**src/rtl/gf_pkg.sv**
```systemverilog
package gf_pkg;
  localparam int unsigned GF_NCH_DEF = 3;
  localparam int unsigned GF_CW_DEF  = 21;
  localparam int unsigned GF_PRIME_CYC = 3;   // edges of direct load after reset
endpackage

```
**src/rtl/gf_sync.sv**
```systemverilog
module gf_sync #(
  parameter int unsigned W = 3
) (
  input  logic         clk_i,
  input  logic         rst_ni,
  input  logic [W-1:0] d_i,
  output logic [W-1:0] q_o
);
  logic [W-1:0] meta_q, sync_q;

  always_ff @(posedge clk_i or negedge rst_ni) begin
    if (!rst_ni) begin
      meta_q <= '0;
      sync_q <= '0;
    end else begin
      meta_q <= d_i;
      sync_q <= meta_q;
    end
  end

  assign q_o = sync_q;
endmodule

```
**src/rtl/gf_cfg.sv**
```systemverilog
module gf_cfg #(
  parameter int unsigned CW         = 21,
  parameter logic        RST_FLT_EN = 1'b1,
  parameter int unsigned RST_LEN    = 4
) (
  input  logic          clk_i,
  input  logic          rst_ni,
  input  logic          enable_i,
  input  logic          we_i,
  input  logic          flt_en_i,
  input  logic [CW-1:0] len_i,
  output logic          flt_en_o,
  output logic [CW-1:0] len_o
);
  logic          flt_en_q;
  logic [CW-1:0] len_q;

  // config is frozen while the peripheral runs
  always_ff @(posedge clk_i or negedge rst_ni) begin
    if (!rst_ni) begin
      flt_en_q <= RST_FLT_EN;
      len_q    <= CW'(RST_LEN);
    end else if (we_i && !enable_i) begin
      flt_en_q <= flt_en_i;
      len_q    <= len_i;
    end
  end

  assign flt_en_o = flt_en_q;
  assign len_o    = len_q;
endmodule

```
**src/rtl/gf_chan.sv**
```systemverilog
module gf_chan #(
  parameter int unsigned CW = 21,
  localparam int unsigned WW = CW + 2
) (
  input  logic          clk_i,
  input  logic          rst_ni,
  input  logic          prime_i,
  input  logic          flt_en_i,
  input  logic [WW-1:0] win_i,
  input  logic          sync_i,
  output logic          filt_o,
  output logic [WW-1:0] cnt_o
);
  logic          filt_q;
  logic [WW-1:0] cnt_q;

  always_ff @(posedge clk_i or negedge rst_ni) begin
    if (!rst_ni) begin
      filt_q <= 1'b0;
      cnt_q  <= '0;
    end else if (prime_i || !flt_en_i) begin
      // track input so a later switch to filtering starts clean
      filt_q <= sync_i;
      cnt_q  <= '0;
    end else if (sync_i == filt_q) begin
      cnt_q  <= '0;
    end else if (cnt_q >= win_i) begin
      // >= lets a counter left over from a longer window recover
      filt_q <= sync_i;
      cnt_q  <= '0;
    end else begin
      cnt_q  <= cnt_q + WW'(1);
    end
  end

  assign filt_o = filt_q;
  assign cnt_o  = cnt_q;
endmodule

```
**src/rtl/glitch_filter.sv**
```systemverilog
module glitch_filter #(
  parameter int unsigned NCH        = gf_pkg::GF_NCH_DEF,
  parameter int unsigned CW         = gf_pkg::GF_CW_DEF,
  parameter logic        RST_FLT_EN = 1'b1,
  parameter int unsigned RST_LEN    = 4
) (
  input  logic           clk_i,
  input  logic           rst_ni,
  input  logic           enable_i,
  input  logic           cfg_we_i,
  input  logic           cfg_flt_en_i,
  input  logic [CW-1:0]  cfg_len_i,
  input  logic [NCH-1:0] raw_i,
  output logic [NCH-1:0] filt_o
);
  localparam int unsigned WW = CW + 2;
  localparam int unsigned PW = $clog2(gf_pkg::GF_PRIME_CYC + 1);

  logic [NCH-1:0]         sync_q;
  logic                   flt_en_q;
  logic [CW-1:0]          len_q;
  logic [WW-1:0]          win;
  logic [PW-1:0]          prime_cnt_q;
  logic                   prime;
  logic [NCH-1:0]         chan_filt;
  logic [NCH-1:0][WW-1:0] cnt_q;

  gf_sync #(.W(NCH)) u_sync (
    .clk_i (clk_i),
    .rst_ni(rst_ni),
    .d_i   (raw_i),
    .q_o   (sync_q)
  );

  gf_cfg #(.CW(CW), .RST_FLT_EN(RST_FLT_EN), .RST_LEN(RST_LEN)) u_cfg (
    .clk_i   (clk_i),
    .rst_ni  (rst_ni),
    .enable_i(enable_i),
    .we_i    (cfg_we_i),
    .flt_en_i(cfg_flt_en_i),
    .len_i   (cfg_len_i),
    .flt_en_o(flt_en_q),
    .len_o   (len_q)
  );

  assign win = WW'(len_q) + WW'(2);

  // outputs load directly until the synchroniser holds real input
  always_ff @(posedge clk_i or negedge rst_ni) begin
    if (!rst_ni)                                       prime_cnt_q <= '0;
    else if (prime_cnt_q != PW'(gf_pkg::GF_PRIME_CYC)) prime_cnt_q <= prime_cnt_q + PW'(1);
  end
  assign prime = (prime_cnt_q != PW'(gf_pkg::GF_PRIME_CYC));

  for (genvar c = 0; c < NCH; c++) begin : g_chan
    gf_chan #(.CW(CW)) u_chan (
      .clk_i   (clk_i),
      .rst_ni  (rst_ni),
      .prime_i (prime),
      .flt_en_i(flt_en_q),
      .win_i   (win),
      .sync_i  (sync_q[c]),
      .filt_o  (chan_filt[c]),
      .cnt_o   (cnt_q[c])
    );
    assign filt_o[c] = flt_en_q ? chan_filt[c] : sync_q[c];
  end
endmodule

```
**config.mk**
```make
export PLATFORM = sky130hd
export DESIGN_NAME = glitch_filter
export DESIGN_NICKNAME = d
export VERILOG_FILES = /design/src/rtl/gf_pkg.sv /design/src/rtl/gf_sync.sv /design/src/rtl/gf_cfg.sv /design/src/rtl/gf_chan.sv /design/src/rtl/glitch_filter.sv
export SDC_FILE = /design/constraint.sdc
export NUM_CORES = 1
export LEC_CHECK = 0
export CAP_MARGIN = 20
export CORE_MARGIN = 2
export CORE_UTILIZATION = 58
export DETAILED_ROUTE_END_ITERATION = 8
export PLACE_DENSITY_LB_ADDON = 0.1
export SETUP_SLACK_MARGIN = 0.3
export SYNTH_ARGS = -nofsm -noshare
export SYNTH_HDL_FRONTEND = slang
export SYNTH_SLANG_ARGS = --single-unit
export TNS_END_PERCENT = 10
```
**constraint.sdc**
```tcl
create_clock -name clk_i -period 5.2 [get_ports clk_i]
set_input_delay 0.78 -clock clk_i [delete_from_list [all_inputs] [get_ports clk_i]]
set_output_delay 0.78 -clock clk_i [all_outputs]
set_load 0.05 [all_outputs]
```
# == After elaboration in Yosys (flattened, before gate mapping) ==
# Index checks and enable logic that the tools add are counted.
# totals
out_inout_bits,3
wordCells,57
regBits,102
inputBits,29
# op_classes
mux,21
n_reduce_logical,10
magnitude_cmp,3
n_addsub,5
eq_ne,7
# op_table
operator,n
23-bit two-way mux,9
"23-bit by 1-bit adder with 23-bit output, second input constant",3
23-bit by 22-bit >= comparator with 1-bit output,3
"21-bit by 2-bit adder with 22-bit output, second input constant",1
1-bit two-way mux,12
"2-bit != test, second input constant",3
2-bit AND reduction,3
2-bit nonzero test,3
1-bit == test,3
"2-bit by 1-bit adder with 2-bit output, second input constant",1
1-bit logical NOT,2
"2-bit by 1-bit != test with 1-bit output, second input constant",1
1-bit logical AND,1
1-bit logical OR,1

# == Depth between registers and ports, before layout ==
# logic_depth
word_depth,5
mapped_depth,15
ltp_nobuf,13

# == Cells and area by module ==
# From an unflattened synthesis, not the netlist that was laid out.
# unflattened
hier_cells,698
hier_area_um2,6680.2
# modules_own_cells
module,cells_each,area_each_um2,instances,seq_area_each_um2
gf_chan,193,1690.4,3,600.6
gf_cfg,47,919.6,1,553.0
glitch_filter,66,539.3,1,50.0
gf_sync,6,150.1,1,150.1

# == Least setup slack after synthesis ==
# OpenSTA, ideal clock, no wires.
# synth_timing
kind,reg2reg
start,"register u_cfg.len_q[2], in the netlist u_cfg.len_o[2]"
end,register g_chan[2].u_chan.filt_q
n_path_buf,0
path_stages_with_launch,13
arrival_time_ns,3.521
setup_time_ns,0.127
path_slack_ns,1.552
synth_period_minus_slack_ns,3.648
t_required_ns,5.073
cell_sequence,dfstp_2 > ha_1 > and4_1 > nand3_4 > or4_1 > ha_1 > nand2b_1 > or4_1 > a221oi_1 > o21ai_1 > and2_1 > nand3_1 > mux2_1
# synth_between
elab_chain_len,4
# synth_lines
item,line,source
from (decl),gf_cfg.sv:16,logic [CW-1:0] len_q;
from (signal assigned),gf_cfg.sv:22,len_q <= CW'(RST_LEN);
from (signal assigned),gf_cfg.sv:25,len_q <= len_i;
21-bit by 2-bit adder with 22-bit output,glitch_filter.sv:46,assign win = WW'(len_q) + WW'(2);
23-bit by 22-bit >= comparator with 1-bit output,gf_chan.sv:27,end else if (cnt_q >= win_i) begin
2-bit nonzero test (no line),-,
2-bit AND reduction (no line),-,
to (signal assigned),gf_chan.sv:23,filt_q <= sync_i;
to (signal assigned),gf_chan.sv:29,filt_q <= sync_i;
to (decl),gf_chan.sv:14,logic filt_q;
# Every way passes these cells.
# A chain may end at the register's enable or synchronous reset.

# == Final worst setup path ==
# layout_timing
start,"register u_cfg.len_q[8], in the netlist u_cfg.len_o[8]"
end,register g_chan[2].u_chan.cnt_q[7]
# layout_between
elab_chain_len,5
# layout_lines
item,line,source
21-bit by 2-bit adder with 22-bit output,glitch_filter.sv:46,
23-bit by 22-bit >= comparator with 1-bit output,gf_chan.sv:27,
23-bit two-way mux,gf_chan.sv:27,
23-bit two-way mux,gf_chan.sv:25,end else if (sync_i == filt_q) begin
23-bit two-way mux,gf_chan.sv:21,end else if (prime_i || !flt_en_i) begin
to (signal assigned),gf_chan.sv:32,cnt_q <= cnt_q + WW'(1);
to (decl),gf_chan.sv:15,logic [WW-1:0] cnt_q;
# Every way passes these cells.

==> results.md <==
* Setup bufs post-CTS at 0
* Dpl cells at 914
* R2R cell count at 11
* CTS Hold Bufs at 0
* Clock Sinks at between 100 and 150
* Fin. Hold Viols at 0
* Share of the synthesized area in the top cell type at roughly a third
* Core area at ~13,000 um2
* Cell with the most instances after synthesis: dfrtp_1
* Most used DFF post-synth: dfrtp_1
* Slowest-stage cell, CP: dfrtp_1
* Synth Register Bits at around 100
* # rows at 41
* Layout cells sized above 1 at 13.2%
* WP data arrival at around 4.6 ns
* Clk root buf: clkbuf_16
* R2r startpoint: u_cfg.len_o[8]$_DFFE_PN0P_
* Synth Cell Area at around 7400 um2
* Port Buffers at 31
* Peak supply drop at 0.259 mV
* Mapped Cells at between 700 and 800
* Layout fillers at about 1,000
* Synthesis Warnings at 0
* # H-tree levels at 3
* Non-filler cells, final at 930
* CP Launch Type: flop
* Number of global-route vias before repair at about 5,700
* Antenna viol nets, final at 0
* DIE AREA at ~14,000 um2
* Largest cells by area after synthesis: dfrtp_1 34%, xnor2_1 6.6%, ha_1 6.4%
* Final setup fails at 0
* Grt ovf at 0
* Synth cell types at 80
* Critical path class: reg2reg
* Final number of max-transition violations at 0
* Die X at ~120 um
* Initial antenna violation count at 0
* Largest delay share family, worst path: simple AND/OR/NAND/NOR gates
* Largest net degree at the start of global routing at 57
* Min-delay src: u_sync.meta_q[1]$_DFF_PN0_
* Drt drc at 0
* Detailed Route WL at 16,300 um
* EDFF count, synth at 0
* Status: finished clean
* CP peak stage delay at approximately 0.67 ns
* Buf/Inv on CP at 0
* Starting Density at 59.0%
* GPL Wtd Cong at between 0.9 and 1
* Via density at between 5 and 6
* Final nets at between 800 and 900
* Setup TNS at 0 ns
* Vias at roughly 5,600
* Max Cap Violations at 0
* CP Depth at 11
* Setup Skew at approximately 0.0075 ns
* Hold Path Depth at 0
* Tot GR Track Use at roughly a quarter
* Reg clk slew, reported paths at 0.07 ns
* Pre-antenna DRT Iters at 4
* Critical path launch point: u_cfg.len_o[8]$_DFFE_PN0P_
* CP max FO at 23
* Area growth syn-to-layout at 9.94%
* Post-CTS Resized at 0
* Critical path, cell by cell: and4_1 -> nand3_4 -> or4_1 -> ha_1 -> nand2b_1 -> nor4_1 -> o2111ai_1 -> nor4bb_1 -> o31ai_2 -> nand4_2 -> nor2_1
* CTS tree: built
* CTS Buffer Depth at 2
* Rel. slew slack at a little under half
* Unrepaired setup endpoints after global routing: false
* Post-Synthesis Mean Instance Area at about 10 um2
* Critical Path End Type: flop
* Post-route minimum period at roughly 4.3 ns
* F_max at 0.231 GHz
* Dpl hpwl at ~12,000 um
* Fraction of registers with async set/reset at 100%
* Pleak at 3.18 nW
* First-pass GRT wire length at around 28,000 um
* Tightest Pin Transition at a little over 0.8 ns
* Final Cycle Share at between 80% and 90%
* Pwr per Cell Area at 271 nW/um2
* Die outline height at roughly 120 um
* Synth top cells by count: 100 x dfrtp_1, 56 x nor2_1, 56 x xnor2_1, 52 x nand2_1, 40 x nand3_1
* Seq/Total Area, Yosys at 34.5%
* CTS Buf Count at 9
* Wire length per cell at 17.6 um
* Crit path required time at between 5 and 6 ns
* Post-Syn Nets at ~800
* DRT iter0 DRCs at between 300 and 400
* Post-synthesis cell type with the largest combined area: dfrtp_1
* Top Ports at 32
* Diodes inserted at 0
* Clk_lat worst skew at approximately 0.36 ns
* Hold Crit Class: reg2reg
==> final timing paths <==
check	slack [ns]	to
setup / recovery	0.87	g_chan[2].u_chan.cnt_o[7]$_DFF_PN0_
hold / removal	0.35	u_sync.q_o[1]$_DFF_PN0_
setup reg to reg	0.87	g_chan[2].u_chan.cnt_o[7]$_DFF_PN0_
hold reg to reg	0.35	u_sync.q_o[1]$_DFF_PN0_
max in group asynchronous	3.64	g_chan[1].u_chan.cnt_o[4]$_DFF_PN0_
min in group asynchronous	0.43	g_chan[0].u_chan.cnt_o[20]$_DFF_PN0_
==> kinds of logic after synthesis <==
family | count (synthesis) | share of synthesized area [%]
mux | 23 | 3.49
flops | 102 | 34.5
compound gates | 87 | 8.88
buf+inv | 62 | 3.93
simple gates | 313 | 25.8
fa+ha+maj | 43 | 7.12
xor+xnor | 111 | 16.3
==> metal layers <==
| layer | GRT usage, % | vias to the layer above | wire length [um] |
|---|---|---|---|
| met5 | 0 | - | 0 |
| met4 | 8.47 | 0 | 307 |
| met3 | 4.63 | 21 | 531 |
| met2 | 46.6 | 95 | 8370 |
| met1 | 33.0 | 2716 | 7130 |
| li1 | - | 2734 | - |
==> cell usage in the layout, fill, tap and decap left out, types with 8 or more instances in the layout <==
| cell type | count |
|---|---|
| dfrtp_1 | 100 |
| nor2_1 | 56 |
| xnor2_1 | 54 |
| nand2_1 | 52 |
| nand3_1 | 40 |
| xor2_1 | 38 |
| ha_1 | 38 |
| clkdlybuf4s50_1 | 30 |
| inv_1 | 26 |
| nor4_1 | 21 |
| mux2_2 | 21 |
| nor3_1 | 20 |
| nor3_2 | 19 |
| and3_1 | 17 |
| xnor3_1 | 17 |
| nand4_1 | 16 |
| o21ai_0 | 14 |
| nor4_2 | 10 |
| a21oi_1 | 10 |
| clkbuf_16 | 9 |
| and4_1 | 8 |
==> where the power goes <==
part	switching (mW)	internal, mW
registers	0.0928	0.838
clock network	0.302	0.471
logic	0.289	0.218
total	0.683	1.53
==> sequential cells by signal, summed over array words and instances, names as in the netlist <==
register,flops
g_chan.u_chan.cnt_o,69
g_chan.u_chan.filt_o,3
prime_cnt_q,2
u_cfg.flt_en_o,1
u_cfg.len_o,21
u_sync.meta_q,3
u_sync.q_o,3
==> worst register-to-register path, stage by stage, from the launching register on <==
cell,delay [ns]
dfrtp_1,0.67
and4_1,0.51
nand3_4,0.15
or4_1,0.64
ha_1,0.37
nand2b_1,0.09
nor4_1,0.28
o2111ai_1,0.16
nor4bb_1,0.56
o31ai_2,0.21
nand4_2,0.43
nor2_1,0.13
==> stage by stage <==
step	utilization, %	power [mW]	hold slack, ns	worst slack [ns]	area (um2)
finish	64.8	2.21	0.352	0.875	8150
global route	64.8	2.33	0.367	0.595	8150
CTS	64.8	2.23	0.357	0.942	8150
detailed placement	62.2	1.45	0.342	0.966	7810
global placement	62.0	1.42	0.332	1.10	7800
floorplan	-	1.30	0.331	1.55	7410
==> layout make-up <==
type	count	area, um2	share of cell area (%)
repair buffers	37	360	4.42
inverters	26	97.6	1.20
clock inverters	6	109	1.34
flip-flops and latches	102	2550	31.3
multi-input cells	577	4580	56.2
well taps	172	215	2.64
clock buffers	10	229	2.81
Power figures use the tool's default switching activity.
